--- config.mk ---
export PLATFORM = sky130hd
export DESIGN_NAME = fp_add_pipe
export DESIGN_NICKNAME = d
export VERILOG_FILES = /design/src/rtl/fpa_pkg.sv /design/src/rtl/fpa_align.sv /design/src/rtl/fpa_addnorm.sv /design/src/rtl/fpa_round.sv /design/src/rtl/fpa_delay.sv /design/src/rtl/fp_add_pipe.sv
export SDC_FILE = /design/constraint.sdc
export NUM_CORES = 1
export LEC_CHECK = 0
export BUFFER_PORTS_ARGS = -buffer_cell sky130_fd_sc_hd__buf_2
export CAP_MARGIN = 20
export CORE_ASPECT_RATIO = 0.7
export CORE_MARGIN = 2
export CORE_UTILIZATION = 55
export CTS_BUF_LIST = sky130_fd_sc_hd__clkbuf_4 sky130_fd_sc_hd__clkbuf_8
export DETAILED_ROUTE_END_ITERATION = 12
export HOLD_SLACK_MARGIN = 0.08
export PLACE_DENSITY = 0.76
export SLEW_MARGIN = 30
export SYNTH_ARGS = -nofsm -noshare
export SYNTH_HDL_FRONTEND = slang
export SYNTH_SLANG_ARGS = --single-unit
--- constraint.sdc ---
create_clock -name clk -period 13.6 [get_ports clk]
set_input_delay 2.72 -clock clk [delete_from_list [all_inputs] [get_ports clk]]
set_output_delay 2.72 -clock clk [all_outputs]
set_load 0.05 [all_outputs]
--- src/rtl/fpa_pkg.sv ---
// fpa_pkg: types and helpers shared by the stages of the float adder.
// Assumes IEEE-754 single-precision layout: sign [31], exponent [30:23],
// fraction [22:0].
package fpa_pkg;

    localparam int EXP_W  = 8;
    localparam int FRAC_W = 23;
    localparam int SIG_W  = FRAC_W + 1;      // significand with hidden one
    localparam int EXT_W  = SIG_W + 3;       // plus guard, round, sticky
    localparam int LZ_W   = $clog2(EXT_W + 1);
    localparam int XE_W   = EXP_W + 2;       // signed exponent headroom

    localparam logic [31:0] QNAN = 32'h7FC0_0000;

    // after compare: larger and smaller significand, shift distance
    typedef struct packed {
        logic              spec;
        logic [31:0]       spec_val;
        logic              sign;
        logic              eff_sub;
        logic [EXP_W-1:0]  exp;
        logic [SIG_W-1:0]  m_big;
        logic [SIG_W-1:0]  m_sml;
        logic [EXP_W-1:0]  shamt;
    } cmp_t;

    // after alignment: both operands as extended significands
    typedef struct packed {
        logic              spec;
        logic [31:0]       spec_val;
        logic              sign;
        logic              eff_sub;
        logic [EXP_W-1:0]  exp;
        logic [EXT_W-1:0]  x_big;
        logic [EXT_W-1:0]  x_sml;
    } aln_t;

    // after add: raw sum with carry bit
    typedef struct packed {
        logic              spec;
        logic [31:0]       spec_val;
        logic              sign;
        logic              eff_sub;
        logic [EXP_W-1:0]  exp;
        logic [EXT_W:0]    sum;
    } sum_t;

    // after normalise: leading one at the top of nrm
    typedef struct packed {
        logic              spec;
        logic [31:0]       spec_val;
        logic              sign;
        logic              zero;
        logic [XE_W-1:0]   xexp;
        logic [EXT_W-1:0]  nrm;
    } nrm_t;

    // number of zero bits above the leading one (EXT_W when all zero)
    function automatic logic [LZ_W-1:0] lead_zeros(input logic [EXT_W-1:0] v);
        logic [LZ_W-1:0] cnt;
        logic            hit;
        cnt = '0;
        hit = 1'b0;
        for (int i = EXT_W - 1; i >= 0; i--) begin
            if (!hit) begin
                if (v[i]) hit = 1'b1;
                else      cnt = cnt + 1'b1;
            end
        end
        return cnt;
    endfunction

endpackage

--- src/rtl/fpa_align.sv ---
// fpa_align: unpack, special-case detection, magnitude compare and
// alignment (two register stages).
// Assumes subnormal operands count as zero; the subtract select
// inverts the sign of operand B.
module fpa_align
    import fpa_pkg::*;
(
    input  logic        clk,
    input  logic        rst_n,
    input  logic        in_valid,
    input  logic [31:0] in_a,
    input  logic [31:0] in_b,
    input  logic        in_sub,
    output logic        out_valid,
    output aln_t        out_st
);
    localparam logic [EXP_W-1:0] EXP_MAX = {EXP_W{1'b1}};
    localparam logic [EXP_W-1:0] SH_CAP  = EXP_W'(EXT_W);

    logic             sa, sb;
    logic [EXP_W-1:0] ea, eb;
    logic [SIG_W-1:0] ma, mb;
    logic             nan_a, nan_b, inf_a, inf_b, a_big;
    cmp_t             cmp_d, cmp_q;
    logic             cmp_v;

    // unpack, classify and choose the larger operand
    always_comb begin
        sa    = in_a[31];
        sb    = in_b[31] ^ in_sub;
        ea    = in_a[30:23];
        eb    = in_b[30:23];
        ma    = (ea == '0) ? '0 : {1'b1, in_a[22:0]};
        mb    = (eb == '0) ? '0 : {1'b1, in_b[22:0]};
        nan_a = (ea == EXP_MAX) && (in_a[22:0] != '0);
        nan_b = (eb == EXP_MAX) && (in_b[22:0] != '0);
        inf_a = (ea == EXP_MAX) && (in_a[22:0] == '0);
        inf_b = (eb == EXP_MAX) && (in_b[22:0] == '0);
        a_big = (ea > eb) || ((ea == eb) && (ma >= mb));

        cmp_d.spec     = nan_a | nan_b | inf_a | inf_b;
        cmp_d.spec_val = (nan_a | nan_b | (inf_a & inf_b & (sa ^ sb))) ? QNAN :
                         inf_a ? {sa, EXP_MAX, 23'd0} : {sb, EXP_MAX, 23'd0};
        cmp_d.sign     = a_big ? sa : sb;
        cmp_d.eff_sub  = sa ^ sb;
        cmp_d.exp      = a_big ? ea : eb;
        cmp_d.m_big    = a_big ? ma : mb;
        cmp_d.m_sml    = a_big ? mb : ma;
        cmp_d.shamt    = a_big ? (ea - eb) : (eb - ea);
    end

    // stage 1 register
    always_ff @(posedge clk) begin
        if (!rst_n) cmp_v <= 1'b0;
        else        cmp_v <= in_valid;
        cmp_q <= cmp_d;
    end

    logic [LZ_W-1:0]    sh;
    logic [2*EXT_W-1:0] wide;
    aln_t               aln_d;

    // shift the smaller significand right, folding lost bits into sticky
    always_comb begin
        sh   = (cmp_q.shamt > SH_CAP) ? SH_CAP[LZ_W-1:0] : cmp_q.shamt[LZ_W-1:0];
        wide = {cmp_q.m_sml, 3'b000, {EXT_W{1'b0}}} >> sh;
        aln_d.spec     = cmp_q.spec;
        aln_d.spec_val = cmp_q.spec_val;
        aln_d.sign     = cmp_q.sign;
        aln_d.eff_sub  = cmp_q.eff_sub;
        aln_d.exp      = cmp_q.exp;
        aln_d.x_big    = {cmp_q.m_big, 3'b000};
        aln_d.x_sml    = {wide[2*EXT_W-1:EXT_W+1], wide[EXT_W] | (|wide[EXT_W-1:0])};
    end

    // stage 2 register
    always_ff @(posedge clk) begin
        if (!rst_n) out_valid <= 1'b0;
        else        out_valid <= cmp_v;
        out_st <= aln_d;
    end
endmodule

--- src/rtl/fpa_addnorm.sv ---
// fpa_addnorm: extended-significand add/subtract, then normalisation by
// leading-zero count and barrel shift (two register stages).
// Assumes x_big >= x_sml, so a subtraction never goes negative.
module fpa_addnorm
    import fpa_pkg::*;
(
    input  logic clk,
    input  logic rst_n,
    input  logic in_valid,
    input  aln_t in_st,
    output logic out_valid,
    output nrm_t out_st
);
    sum_t sum_q;
    logic sum_v;

    // stage 3: add or subtract the aligned significands
    always_ff @(posedge clk) begin
        if (!rst_n) sum_v <= 1'b0;
        else        sum_v <= in_valid;
        sum_q.spec     <= in_st.spec;
        sum_q.spec_val <= in_st.spec_val;
        sum_q.sign     <= in_st.sign;
        sum_q.eff_sub  <= in_st.eff_sub;
        sum_q.exp      <= in_st.exp;
        sum_q.sum      <= in_st.eff_sub ? ({1'b0, in_st.x_big} - {1'b0, in_st.x_sml})
                                        : ({1'b0, in_st.x_big} + {1'b0, in_st.x_sml});
    end

    logic [LZ_W-1:0] lz;
    logic [XE_W-1:0] xe;
    nrm_t            nrm_d;

    // bring the leading one to the top bit and correct the exponent
    always_comb begin
        lz = lead_zeros(sum_q.sum[EXT_W-1:0]);
        xe = {2'b00, sum_q.exp};
        nrm_d.spec     = sum_q.spec;
        nrm_d.spec_val = sum_q.spec_val;
        nrm_d.zero     = (sum_q.sum == '0);
        nrm_d.sign     = (nrm_d.zero && sum_q.eff_sub) ? 1'b0 : sum_q.sign;
        if (sum_q.sum[EXT_W]) begin
            nrm_d.nrm  = {sum_q.sum[EXT_W:2], sum_q.sum[1] | sum_q.sum[0]};
            nrm_d.xexp = xe + 1'b1;
        end else begin
            nrm_d.nrm  = sum_q.sum[EXT_W-1:0] << lz;
            nrm_d.xexp = xe - {{(XE_W-LZ_W){1'b0}}, lz};
        end
    end

    // stage 4 register
    always_ff @(posedge clk) begin
        if (!rst_n) out_valid <= 1'b0;
        else        out_valid <= sum_v;
        out_st <= nrm_d;
    end
endmodule

--- src/rtl/fpa_round.sv ---
// fpa_round: round to nearest even, carry renormalise, range check and
// packing (one register stage).
// Assumes nrm has its leading one at the top unless zero is set.
module fpa_round
    import fpa_pkg::*;
(
    input  logic        clk,
    input  logic        rst_n,
    input  logic        in_valid,
    input  nrm_t        in_st,
    output logic        out_valid,
    output logic [31:0] out_res
);
    logic             up;
    logic [SIG_W:0]   rsum;
    logic [SIG_W-1:0] mant;
    logic [XE_W-1:0]  fexp;
    logic [31:0]      res_d;

    // increment on guard when round/sticky/lsb allow, then pick the result
    always_comb begin
        up   = in_st.nrm[2] & (in_st.nrm[1] | in_st.nrm[0] | in_st.nrm[3]);
        rsum = {1'b0, in_st.nrm[EXT_W-1:3]} + {{SIG_W{1'b0}}, up};
        if (rsum[SIG_W]) begin
            mant = rsum[SIG_W:1];
            fexp = in_st.xexp + 1'b1;
        end else begin
            mant = rsum[SIG_W-1:0];
            fexp = in_st.xexp;
        end
        if (in_st.spec)
            res_d = in_st.spec_val;
        else if (in_st.zero)
            res_d = {in_st.sign, 31'd0};
        else if ($signed(fexp) >= $signed(XE_W'(255)))
            res_d = {in_st.sign, 8'hFF, 23'd0};
        else if ($signed(fexp) <= $signed(XE_W'(0)))
            res_d = {in_st.sign, 31'd0};
        else
            res_d = {in_st.sign, fexp[EXP_W-1:0], mant[FRAC_W-1:0]};
    end

    // stage 5 register
    always_ff @(posedge clk) begin
        if (!rst_n) out_valid <= 1'b0;
        else        out_valid <= in_valid;
        out_res <= res_d;
    end
endmodule

--- src/rtl/fpa_delay.sv ---
// fpa_delay: plain register chain that fills the pipeline to its fixed depth.
// Assumes DEPTH >= 0; at 0 the data passes straight through.
module fpa_delay #(
    parameter int W     = 32,
    parameter int DEPTH = 5
) (
    input  logic         clk,
    input  logic         rst_n,
    input  logic         in_valid,
    input  logic [W-1:0] in_data,
    output logic         out_valid,
    output logic [W-1:0] out_data
);
    generate
        if (DEPTH == 0) begin : g_pass
            assign out_valid = in_valid;
            assign out_data  = in_data;
        end else begin : g_chain
            logic         vq [DEPTH];
            logic [W-1:0] dq [DEPTH];
            // shift valid and data one place per clock
            always_ff @(posedge clk) begin
                for (int i = 0; i < DEPTH; i++) begin
                    if (!rst_n)      vq[i] <= 1'b0;
                    else if (i == 0) vq[i] <= in_valid;
                    else             vq[i] <= vq[i-1];
                    dq[i] <= (i == 0) ? in_data : dq[i-1];
                end
            end
            assign out_valid = vq[DEPTH-1];
            assign out_data  = dq[DEPTH-1];
        end
    endgenerate
endmodule

--- src/rtl/fp_add_pipe.sv ---
// fp_add_pipe: single-precision add/subtract pipeline of fixed depth.
// Assumes LATENCY >= 5; the arithmetic uses five register stages and the
// rest is padding.
module fp_add_pipe
    import fpa_pkg::*;
#(
    parameter int LATENCY = 10
) (
    input  logic        clk,
    input  logic        rst_n,
    input  logic        in_valid,
    input  logic [31:0] in_a,
    input  logic [31:0] in_b,
    input  logic        in_sub,
    output logic        out_valid,
    output logic [31:0] out_res
);
    localparam int CORE = 5;
    localparam int PAD  = LATENCY - CORE;

    logic        aln_v, nrm_v, rnd_v;
    aln_t        aln_st;
    nrm_t        nrm_st;
    logic [31:0] rnd_res;

    fpa_align u_align (
        .clk(clk), .rst_n(rst_n), .in_valid(in_valid), .in_a(in_a),
        .in_b(in_b), .in_sub(in_sub), .out_valid(aln_v), .out_st(aln_st)
    );

    fpa_addnorm u_addnorm (
        .clk(clk), .rst_n(rst_n), .in_valid(aln_v), .in_st(aln_st),
        .out_valid(nrm_v), .out_st(nrm_st)
    );

    fpa_round u_round (
        .clk(clk), .rst_n(rst_n), .in_valid(nrm_v), .in_st(nrm_st),
        .out_valid(rnd_v), .out_res(rnd_res)
    );

    fpa_delay #(.W(32), .DEPTH(PAD)) u_pad (
        .clk(clk), .rst_n(rst_n), .in_valid(rnd_v), .in_data(rnd_res),
        .out_valid(out_valid), .out_data(out_res)
    );
endmodule

==> results of run 1 <==
-- through the flow --
stage / hold WS [ns] / total power (W) / TNS, ns / setup WS [ns]
floorplan: 0.310 / 0.00280 / 0 / 0.801
global placement: 0.310 / 0.00309 / 0 / 0.426
detailed placement: 0.312 / 0.00312 / 0 / 0.0856
CTS: 0.320 / 0.00428 / 0 / 0.0392
global route: 0.319 / 0.00453 / -0.190 / -0.0550
finish: 0.318 / 0.00430 / 0 / 0.864
-- cell usage in the layout (no fill, tap or decap), drive strengths merged, types with 9 or more instances in the layout --
cell      n
o211ai   10
and2     30
nor4     27
nand2   255
mux4     11
nor2    122
o31ai    18
nand2b   26
mux2     11
nor3     44
a22oi    16
o41ai     9
a21o     27
inv     121
o21bai   18
nand3    70
dfxtp   418
mux2i    95
nand4    17
a21oi   109
a221oi   11
and3     24
clkbuf   84
a211oi   15
ha      119
buf     127
o21ai   169
xor2     45
or2      10
xnor2    68
nor2b    34
a31oi    12
-- logic make-up after synthesis --
kind of cell / Yosys count / share of synthesized area, %
simple gates: 693 / 16.8
compound gates: 485 / 15.6
flops: 418 / 42.0
buf+inv: 251 / 5.50
fa+ha+maj: 127 / 8.08
mux: 117 / 6.65
xor+xnor: 114 / 5.46
-- sequential cells by signal, summed over array words and instances, names as in the netlist --
register / count
u_pad.g_chain.dq: 160
u_align.out_st: 64
u_addnorm.out_st: 42
u_addnorm.sum_q: 38
u_align.aln_d: 37
u_align.cmp_q: 32
u_round.out_res: 32
u_pad.g_chain.vq: 5
u_addnorm.nrm_d: 3
u_addnorm.out_valid: 1
u_addnorm.sum_v: 1
u_align.cmp_v: 1
u_align.out_valid: 1
u_round.out_valid: 1
-- power by group through the flow --
stage / Clock (W) / Combinational [W] / Sequential (W)
detailed placement: 0 / 0.00118 / 0.00193
CTS: 0.00118 / 0.00119 / 0.00191
global route: 0.00123 / 0.00134 / 0.00196
finish: 0.00115 / 0.00123 / 0.00192
floorplan: 0 / 0.00103 / 0.00177
global placement: 0 / 0.00117 / 0.00192
-- worst min-delay path by stage --
stage | start | to | slack, ns
finish | u_round.out_res[22] | u_pad.g_chain.dq[0][22] | 0.32
global route | u_align.out_st[57] | u_addnorm.sum_q[31] | 0.32
CTS | u_round.out_res[21] | u_pad.g_chain.dq[0][21] | 0.32
detailed placement | u_align.aln_d[44] | u_align.out_st[44] | 0.31
global placement | u_pad.g_chain.dq[0][94] | u_pad.g_chain.dq[0][126] | 0.31
floorplan | u_align.out_st[86] | u_addnorm.nrm_d[61] | 0.31
-- repair_timing --
item                                   4_1_cts  5_1_grt
gates resized for setup                      1       35
endpoints found under the hold margin        0        0
setup buffers                                0        8
hold buffers                                 0        0
pin swaps                                    0        8
setup endpoints to repair                    1       36
-- layout make-up --
type	count	area share, %
Sequential cell	418	37.7
Clock inverter	23	1.61
Timing Repair Buffer	127	3.18
Inverter	120	2.07
Antenna cell	1	0.0113
Clock buffer	84	4.92
Tap cell	480	2.70
Multi-Input combinational cell	1536	47.8
-- per-layer routing --
layer	vias up	wire length, µm	track usage [%]
li1	7801	-	-
met1	7450	22900	36.9
met2	613	19400	36.2
met3	76	3950	4.64
met4	0	903	6.67
met5	-	0	0
-- worst max-delay path, delay by kind of cell, from the launching register on --
family,cells,cell delay [ns]
and+or+nand+nor,12,1.27
buffers and inverters,3,0.34
muxes,5,0.84
DFF,1,0.43
AOI/OAI and AO/OA,31,4.90
adders and majority gates,14,4.24
xor gates and xnor gates,3,0.65
==> impl_metrics.csv, run 1 <==
group,metric,value,unit
run_status,outcome,"finished clean",
hold_path,hold_class,"flip-flop to flip-flop",
drt,drt_pass1_iterations,5,
worst_setup_path,rr_endpoint,"u_addnorm.out_st[35]",
flow_run,drv_cap,0,
synth,synth_top_cell_by_area,"dfxtp_1",
final_layout,ff_latch_area,0.00837,mm²
worst_setup_path,setup.worst_path.end,"u_addnorm.out_st[35]",
clock_tree,clk_latency,0.62,ns
grt,grt_use_total,24.7,%
synth,synth.area.top_cells,"dfxtp_1 (42%), ha_1 (7.5%), nand2_1 (4.8%)",
power,power_frac_clock,26.8,%
synth,yosys.area.top_type_share,42.0,%
synth,mappedNetlistArea,0.0199,mm²
final_layout,final_cells,2789,
die,initial_utilization,55.6,%
clock_tree,cts_buffer_depth,3,
place,place_area,0.0206,mm²
power,power.share.sequential,44.6,%
sta,worst_pin_slew,1.00,ns
synth,synth-seq-area-share,42.0,%
worst_setup_path,max_stage_delay,0.43,ns
drt,routed-via-count,15900,
synth,yosysWarningCount,0,
power,p_int,0.00277,W
synth,syn_area_per_cell,9.04,µm²
worst_setup_path,endpoint_kind,"flip-flop",
drt,avgViaCountPerCell,5.72,
die,die_h,163,µm
die,die_w,232,µm
drt,drt-total-wl,47100,µm
place,dp.cells,2673,
power,power_switching_share,35.5,%
clock_tree,path_clk_slew,0.07,ns
grt,grt_start_max_net_pins,105,
drt,avgRoutedWirePerCell,16.9,µm
worst_setup_path,rr_worst_depth,68,
final_layout,final_area,0.0222,mm²
worst_setup_path,r2r_setup_slack,0.86,ns
clock_tree,h-tree-depth,2,
place,portBuffers,100,
power,ir_worst_vdd,0.110,mV
grt,grt_pass1_wl,76000,µm
synth,yosysUniqueCellTypes,91,
power,p_per_area,193,mW/mm²
sta,finalHoldViolations,0,
synth,synth_common_cells,"dfxtp_1 (418), nand2_1 (255), o21ai_0 (161)",
worst_setup_path,crit_fanout,9,
synth,synthCells,2205,
worst_setup_path,reg2reg_from,"u_addnorm.sum_q[25]",
grt,antenna_found_initial,0,
synth,ys.flop_type,"dfxtp_1",
drt,drtIter0Drc,1326,
clock_tree,clockRootBuffer,"clkbuf_8",
worst_setup_path,startpoint_type,"flip-flop",
hold_path,holdPathStages,0,
worst_setup_path,critPathKind,"flip-flop to flip-flop",
place,place_hpwl,35600,µm
synth,syn_nets,2396,
drt,ant_nets,0,
synth,synth_most_common_cell,"dfxtp_1",
final_layout,nets,2452,
sta,setup_viol,0,
final_layout,final_layout_size_suffix_gt1_share,14.2,%
clock_tree,cts_buffers,58,
sta,post-route-period-util,93.7,%
final_layout,area_growth,11.4,%
power,power.switching,0.00152,W
final_layout,num-fill-cells,3034,
power,p_comb_share,28.7,%
synth,yosys_register_bits,418,
sta,fin_worst_skew,0.0256,ns
die,io_pins,101,
sta,slew_viol_final,0,
sta,fmax,0.0785,GHz
worst_setup_path,required,14.15,ns
grt,grt_pass1_vias,14800,
grt,grt-ovfl-total,0,
final_layout,post-route-util,62.0,%
power,power_leakage,9.83,nW
final_layout,multi_input_area,0.0106,mm²
worst_setup_path,cp-startpoint,"u_addnorm.sum_q[25]",
worst_setup_path,arrival,13.28,ns
sta,period_needed,12.74,ns
die,dieArea,0.0378,mm²
worst_setup_path,slowest_stage,"dfxtp_2",
die,rows,58,
sta,slew_headroom,33.1,%
clock_tree,cts_sinks,418,
synth,async_flop_share,0,%
die,core-area,0.0358,mm²
synth,synth_edf_count,0,
worst_setup_path,crit_top_cell,"ha_1",
clock_tree,cts_tree,"built",
drt,drcViolationCount,0,
place,gp_congestion,0.944,
Note: power is estimated with default switching activity, not from simulation.
==> inputs of run 2 (changes only) <==
--- a/config.mk
+++ b/config.mk
@@ -5,8 +5,8 @@
 export SDC_FILE = /design/constraint.sdc
 export NUM_CORES = 1
 export LEC_CHECK = 0
+export ABC_AREA = 1
 export BUFFER_PORTS_ARGS = -buffer_cell sky130_fd_sc_hd__buf_2
-export CAP_MARGIN = 20
 export CORE_ASPECT_RATIO = 0.7
 export CORE_MARGIN = 2
 export CORE_UTILIZATION = 55
==> run 2 against run 1 <==
  * Register-to-register slack better by 0.33 ns
  * Final cell count rose by 15%
  * Clock power fell by 6%
  * First-iteration DRC count up 1.3%
  * Clock skew is 0.0064 ns lower
  * Combinational power grew 21%
  * Largest power group unchanged
  * Highest routed layer is now met5
==> impl_metrics.csv, run 2 <==
group,metric,value,unit
run_status,outcome,"finished clean",
synth,ys.flop_type,"dfxtp_1",
final_layout,area_growth,10.2,%
clock_tree,post-cts-setup-buffer-count,0,
final_layout,num-fill-cells,3164,
sta,fmax,0.0806,GHz
power,p_comb_share,33.6,%
clock_tree,cts_sinks,418,
grt,grt_use_total,24.6,%
synth,async_flop_share,0,%
sta,post-route-period-util,91.2,%
place,gp_congestion,0.919,
worst_setup_path,crit_fanout,8,
die,initial_utilization,55.7,%
synth,yosysUniqueCellTypes,58,
place,place_hpwl,36700,µm
worst_setup_path,slowest_stage,"o31ai_1",
place,dp.cells,3111,
worst_setup_path,endpoint_kind,"flip-flop",
die,io_pins,101,
drt,ant_nets,0,
synth,synth_compound_area_share,11.4,%
final_layout,nets,2882,
final_layout,reg_top3,"u_pad.g_chain.dq x160, u_align.out_st x64, u_addnorm.out_st x42",
synth,synth-xor-area-share,3.34,%
clock_tree,clk_latency,0.61,ns
grt,grt-ovfl-total,0,
drt,avgRoutedWirePerCell,14.5,µm
clock_tree,cts_tree,"built",
grt,grt_pass1_wl,75400,µm
final_layout,largest_register,"u_pad.g_chain.dq",
synth,synth_most_common_cell,"nand2_1",
synth,synth_common_cells,"nand2_1 (640), dfxtp_1 (418), inv_1 (312)",
die,dieArea,0.0378,mm²
final_layout,final_layout_size_suffix_gt1_share,12.1,%
grt,grt_pass1_vias,15300,
synth,mappedNetlistArea,0.0199,mm²
clock_tree,cts_buffer_depth,3,
power,p_per_area,202,mW/mm²
synth,yosysWarningCount,0,
die,die_w,231,µm
final_layout,multi_input_area,0.00971,mm²
final_layout,ff_latch_area,0.00837,mm²
drt,routed-via-count,16600,
synth,synthMuxAreaShare,0.704,%
worst_setup_path,cp_num_buf_inv,13,
drt,drcViolationCount,0,
final_layout,final_cell_mix,"nand2_1 (639), dfxtp_1 (417), inv_1 (312)",
sta,period_needed,12.41,ns
final_layout,n_antenna_cell,0,
drt,avgViaCountPerCell,5.17,
die,die_h,163,µm
hold_path,hold_class,"flip-flop to flip-flop",
drt,drtIter0Drc,1343,
clock_tree,path_clk_slew,0.07,ns
synth,synth_top_cell_by_area,"dfxtp_1",
place,portBuffers,100,
flow_run,drv_cap,0,
synth,syn_area_per_cell,7.61,µm²
worst_setup_path,required,14.08,ns
sta,finalHoldViolations,0,
die,rows,58,
worst_setup_path,max_stage_delay,0.38,ns
clock_tree,h-tree-depth,2,
power,power_leakage,10.8,nW
power,power_switching_share,38.0,%
clock_tree,clockRootBuffer,"clkbuf_8",
worst_setup_path,critPathKind,"flip-flop to flip-flop",
synth,synth_top_family_by_area,"simple AND/OR/NAND/NOR gates",
clock_tree,cts_buffers,58,
synth,synth_edf_count,0,
worst_setup_path,arrival,12.89,ns
worst_setup_path,crit_top_cell,"nand2_1",
synth,synthAdderAreaFrac,7.88,%
sta,setup_viol,0,
synth,synth-simple-area-share,25.3,%
synth,yosys.area.top_type_share,42.0,%
grt,grt_start_max_net_pins,72,
die,core-area,0.0358,mm²
power,total_power,0.00443,W
worst_setup_path,crit_family,"simple AND/OR/NAND/NOR gates",
drt,drt-total-wl,46700,µm
synth,synth.area.top_cells,"dfxtp_1 (42%), nand2_1 (12%), ha_1 (7.5%)",
sta,worst_pin_slew,0.953,ns
synth,yosys_register_bits,418,
sta,fin_worst_skew,0.0192,ns
synth,syn_nets,2809,
final_layout,final_common_cell,"nand2_1",
synth,synth-seq-area-share,42.0,%
power,power.share.sequential,42.0,%
sta,slew_viol_final,0,
worst_setup_path,startpoint_type,"flip-flop",
drt,drt_pass1_iterations,6,
power,power_frac_clock,24.4,%
sta,slew_headroom,36.1,%
power,ir_worst_vdd,0.121,mV
synth,synthCells,2618,
power,p_int,0.00275,W
grt,antenna_found_initial,1,
final_layout,final_cells,3217,
final_layout,largest_reg_flops,160,
power,power.switching,0.00168,W
[run 2: cell count changes in the layout (fill, tap and decap cells not counted), sizes merged, moves of 33 or more]
cell / change
nand3: +99
inv: +219
nor2: +63
o22ai: +33
nand2: +403
o21ai: +63
nor2b: -34
xnor2: -52
mux2i: -81
[run 2: what timing repair did]
| item | in CTS | in global routing |
|---|---|---|
| hold buffers | 0 | 0 |
| endpoints found under the setup margin | 0 | 5 |
| endpoints found under the hold margin | 0 | 0 |
| resized for setup | 0 | 6 |
[run 2: cell type report]
type                    count  share of cell area, %
multi-input cells        1754                   44.2
repair buffers            112                   2.72
clock inverters            17                   1.13
flip-flops and latches    418                   38.1
inverters                 347                   5.96
clock buffers              89                   5.09
well taps                 480                   2.74
[run 2: layer usage]
layer  GRT usage [%]  vias to the layer above  wire (µm)
met5               0                        -         10
li1                -                     8597          -
met2            36.3                      561      18600
met4            6.16                        2        865
met3            5.41                       70       3680
met1            36.3                     7399      23500
[run 2: worst paths after layout]
check / startpoint / endpoint / slack [ns] / cells past startpoint
hold / removal: u_pad.g_chain.dq[0][43] / u_pad.g_chain.dq[0][75] / 0.32 / 0
setup / recovery: u_addnorm.sum_q[25] / u_addnorm.out_st[33] / 1.19 / 84
setup reg to reg: u_addnorm.sum_q[25] / u_addnorm.out_st[33] / 1.19 / 84
hold reg to reg: u_pad.g_chain.dq[0][43] / u_pad.g_chain.dq[0][75] / 0.32 / 0
[run 2: cell families (layout without fill, tap and decap cells)]
| logic type | after synthesis | after routing |
|---|---|---|
| simple gates | 1132 | 1132 |
| buf+inv | 446 | 565 |
| mux | 14 | 14 |
| fa+ha+maj | 123 | 123 |
| flops | 418 | 418 |
| compound gates | 409 | 409 |
| xor+xnor | 76 | 76 |
[run 2: stage by stage]
| stage | util [%] | setup TNS [ns] | area (µm²) | setup WS (ns) | hold slack [ns] |
|---|---|---|---|---|---|
| after floorplan | - | 0 | 19900 | 2.22 | 0.310 |
| after global placement | 57.5 | 0 | 20600 | 1.56 | 0.310 |
| after detailed placement | 57.5 | 0 | 20600 | 1.06 | 0.312 |
| after CTS | 61.3 | 0 | 21900 | 1.01 | 0.318 |
| after global routing | 61.4 | -0.0235 | 22000 | -0.0235 | 0.325 |
| final | 61.4 | 0 | 22000 | 1.19 | 0.324 |
[run 2: worst register-to-register path, delay by kind of cell (launching register included)]
kind | cells | cell delay (ns)
buf+inv | 13 | 0.84
simple gates | 39 | 4.17
compound gates | 16 | 2.69
xor+xnor | 1 | 0.17
fa+ha+maj | 15 | 4.04
flops | 1 | 0.37
[run 2: power by group through the flow]
stage               clock (W)  combinational [W]  sequential, W
finish                0.00108            0.00149        0.00186
global route          0.00117            0.00167        0.00190
CTS                   0.00111            0.00146        0.00187
detailed placement          0            0.00145        0.00189
global placement            0            0.00144        0.00187
floorplan                   0            0.00118        0.00180
==> inputs of run 3 (changes only) <==
--- a/config.mk
+++ b/config.mk
@@ -5,13 +5,14 @@
 export SDC_FILE = /design/constraint.sdc
 export NUM_CORES = 1
 export LEC_CHECK = 0
-export ABC_AREA = 1
+export ABC_AREA = 0
 export BUFFER_PORTS_ARGS = -buffer_cell sky130_fd_sc_hd__buf_2
 export CORE_ASPECT_RATIO = 0.7
 export CORE_MARGIN = 2
 export CORE_UTILIZATION = 55
 export CTS_BUF_LIST = sky130_fd_sc_hd__clkbuf_4 sky130_fd_sc_hd__clkbuf_8
 export DETAILED_ROUTE_END_ITERATION = 12
+export GPL_TIMING_DRIVEN = 0
 export HOLD_SLACK_MARGIN = 0.08
 export PLACE_DENSITY = 0.76
 export SLEW_MARGIN = 30
==> run 3 against run 2 <==
  * Sequential power fell by 2%
  * Final cell count is 9.6% lower
  * Maximum frequency decreased by 4.4%
  * Combinational power hardly changed
  * Worst setup slack worse by 0.57 ns
  * Critical path type unchanged
  * Critical endpoint is now u_addnorm.out_st[34]
==> impl_metrics.csv, run 3 (synthesized netlist as in run 1, its figures left out) <==
group,metric,value,unit
drt,ant_nets,0,
worst_setup_path,startpoint_type,"flip-flop",
sta,post-route-period-util,95.4,%
drt,drcViolationCount,0,
die,core-area,0.0358,mm²
power,ir_worst_vdd,0.134,mV
die,initial_utilization,55.6,%
sta,fmax,0.0771,GHz
place,place_area,0.0210,mm²
clock_tree,clockRootBuffer,"clkbuf_8",
clock_tree,h-tree-depth,2,
die,rows,58,
sta,setup_viol,0,
grt,grt_pass1_vias,15100,
die,io_pins,101,
final_layout,nets,2572,
grt,grt_pass1_wl,81300,µm
drt,drtIter0Drc,1715,
worst_setup_path,endpoint_kind,"flip-flop",
worst_setup_path,arrival,13.48,ns
place,dp.cells,2785,
hold_path,hold_class,"flip-flop to flip-flop",
worst_setup_path,critPathKind,"flip-flop to flip-flop",
worst_setup_path,cp-startpoint,"u_addnorm.sum_q[25]",
flow_run,drv_cap,0,
worst_setup_path,max_stage_delay,0.35,ns
final_layout,reg_top3,"u_pad.g_chain.dq x160, u_align.out_st x64, u_addnorm.out_st x42",
final_layout,largest_reg_flops,160,
grt,use_met1,43.0,%
final_layout,n_antenna_cell,0,
sta,worst_pin_slew,0.982,ns
clock_tree,cts_sinks,418,
die,die_h,163,µm
sta,slew_headroom,34.0,%
power,power_leakage,10.1,nW
grt,met3_usage,6.93,%
final_layout,area_growth,14.2,%
drt,drt-total-wl,51800,µm
worst_setup_path,setup.worst_path.end,"u_addnorm.out_st[34]",
place,portBuffers,100,
final_layout,num-fill-cells,2976,
clock_tree,cts_buffers,57,
worst_setup_path,crit_top_cell,"ha_1",
die,die_w,232,µm
die,dieArea,0.0378,mm²
sta,slew_viol_final,0,
final_layout,final_cell_mix,"dfxtp_1 (417), nand2_1 (253), o21ai_0 (151)",
sta,fin_worst_skew,0.0314,ns
grt,grt-ovfl-total,0,
grt,top_usage_layer,"met1",
worst_setup_path,crit_fanout,10,
power,p_per_area,190,mW/mm²
clock_tree,cts_buffer_depth,3,
sta,finalHoldViolations,0,
clock_tree,clk_latency,0.62,ns
clock_tree,path_clk_slew,0.07,ns
drt,drt_pass1_iterations,6,
place,place_hpwl,40500,µm
drt,routed-via-count,16500,
worst_setup_path,rr_endpoint,"u_addnorm.out_st[34]",
place,gp_congestion,0.961,
final_layout,final_cells,2907,
sta,tns,0,ns
final_layout,post-route-util,63.5,%
grt,antenna_found_initial,1,
grt,grt_start_max_net_pins,17,
worst_setup_path,reg2reg_from,"u_addnorm.sum_q[25]",
grt,grt_use_total,27.0,%
worst_setup_path,slowest_stage,"ha_1",
worst_setup_path,r2r_setup_slack,0.62,ns
drt,avgRoutedWirePerCell,17.8,µm
sta,period_needed,12.98,ns
worst_setup_path,required,14.11,ns
sta,hold_slack,0.315,ns
final_layout,final_layout_size_suffix_gt1_share,15.6,%
final_layout,final_area,0.0228,mm²
worst_setup_path,rr_worst_depth,73,
clock_tree,cts_tree,"built",
final_layout,largest_register,"u_pad.g_chain.dq",
drt,avgViaCountPerCell,5.69,
run_status,outcome,"finished clean",
final_layout,final_common_cell,"dfxtp_1",
grt,use_met2,36.2,%
run 3: changes by cell type in the layout (fill, tap and decap cells not counted), moves of 45 or more:
cell and change:
inv_1 -200, nand3_1 -91, xnor2_1 +46, nand2_1 -386, o21ai_0 -60, nor2_1 -45
clkbuf_1 +72, mux2i_1 +79
run 3: how the worst min path moves through the flow:
stage | from | to | cells after the start
6_report | u_pad.g_chain.dq[0][14] | u_pad.g_chain.dq[0][46] | 0
5_1_grt | u_pad.g_chain.dq[0][47] | u_pad.g_chain.dq[0][79] | 0
2_1_floorplan | u_align.out_st[86] | u_addnorm.nrm_d[61] | 0
3_3_place_gp | u_pad.g_chain.dq[0][66] | u_pad.g_chain.dq[0][98] | 0
4_1_cts | u_round.out_res[11] | u_pad.g_chain.dq[0][11] | 0
3_5_place_dp | u_align.out_st[95] | u_addnorm.nrm_d[70] | 0
run 3: per-layer routing:
metal / wire length, µm / vias up
li1: - / 8036
met1: 26800 / 7747
met2: 19500 / 686
met3: 4940 / 61
met4: 645 / 0
met5: 0 / -
run 3: report_power, final:
| group | internal (W) | switching [W] |
|---|---|---|
| sequential | 0.00164 | 0.000182 |
| clock | 0.000581 | 0.000467 |
| combinational | 0.000540 | 0.000917 |
| total | 0.00276 | 0.00157 |
run 3: through the flow:
step,worst slack (ns),power (W)
6_report,0.621,0.00432
5_1_grt,-0.159,0.00457
4_1_cts,0.0416,0.00427
3_5_place_dp,-1.72,0.00321
3_3_place_gp,-1.41,0.00318
2_1_floorplan,0.801,0.00280
run 3: timing repair:
action	4_1_cts	5_1_grt
hold buffers	0	0
endpoints found under the setup margin	36	36
endpoints found under the hold margin	0	0
pin swaps	10	26
gates resized for setup	23	53
setup buffers	7	11
run 3: cell type report:
class | instances | area, µm² | area share [%]
inverters | 120 | 458 | 2.01
repair buffers | 118 | 636 | 2.79
flip-flops and latches | 418 | 8370 | 36.8
clock inverters | 22 | 220 | 0.967
well taps | 480 | 601 | 2.64
multi-input cells | 1536 | 10700 | 47.1
plain buffers | 130 | 668 | 2.94
clock buffers | 83 | 1090 | 4.80
run 3: critical path, delay by kind of cell, from the launching register on:
family	cells	cell delay (ns)
compound gates	32	5.28
fa+ha+maj	15	3.88
simple gates	12	1.38
xor+xnor	4	0.77
buf+inv	6	0.64
mux	4	0.57
flops	1	0.31
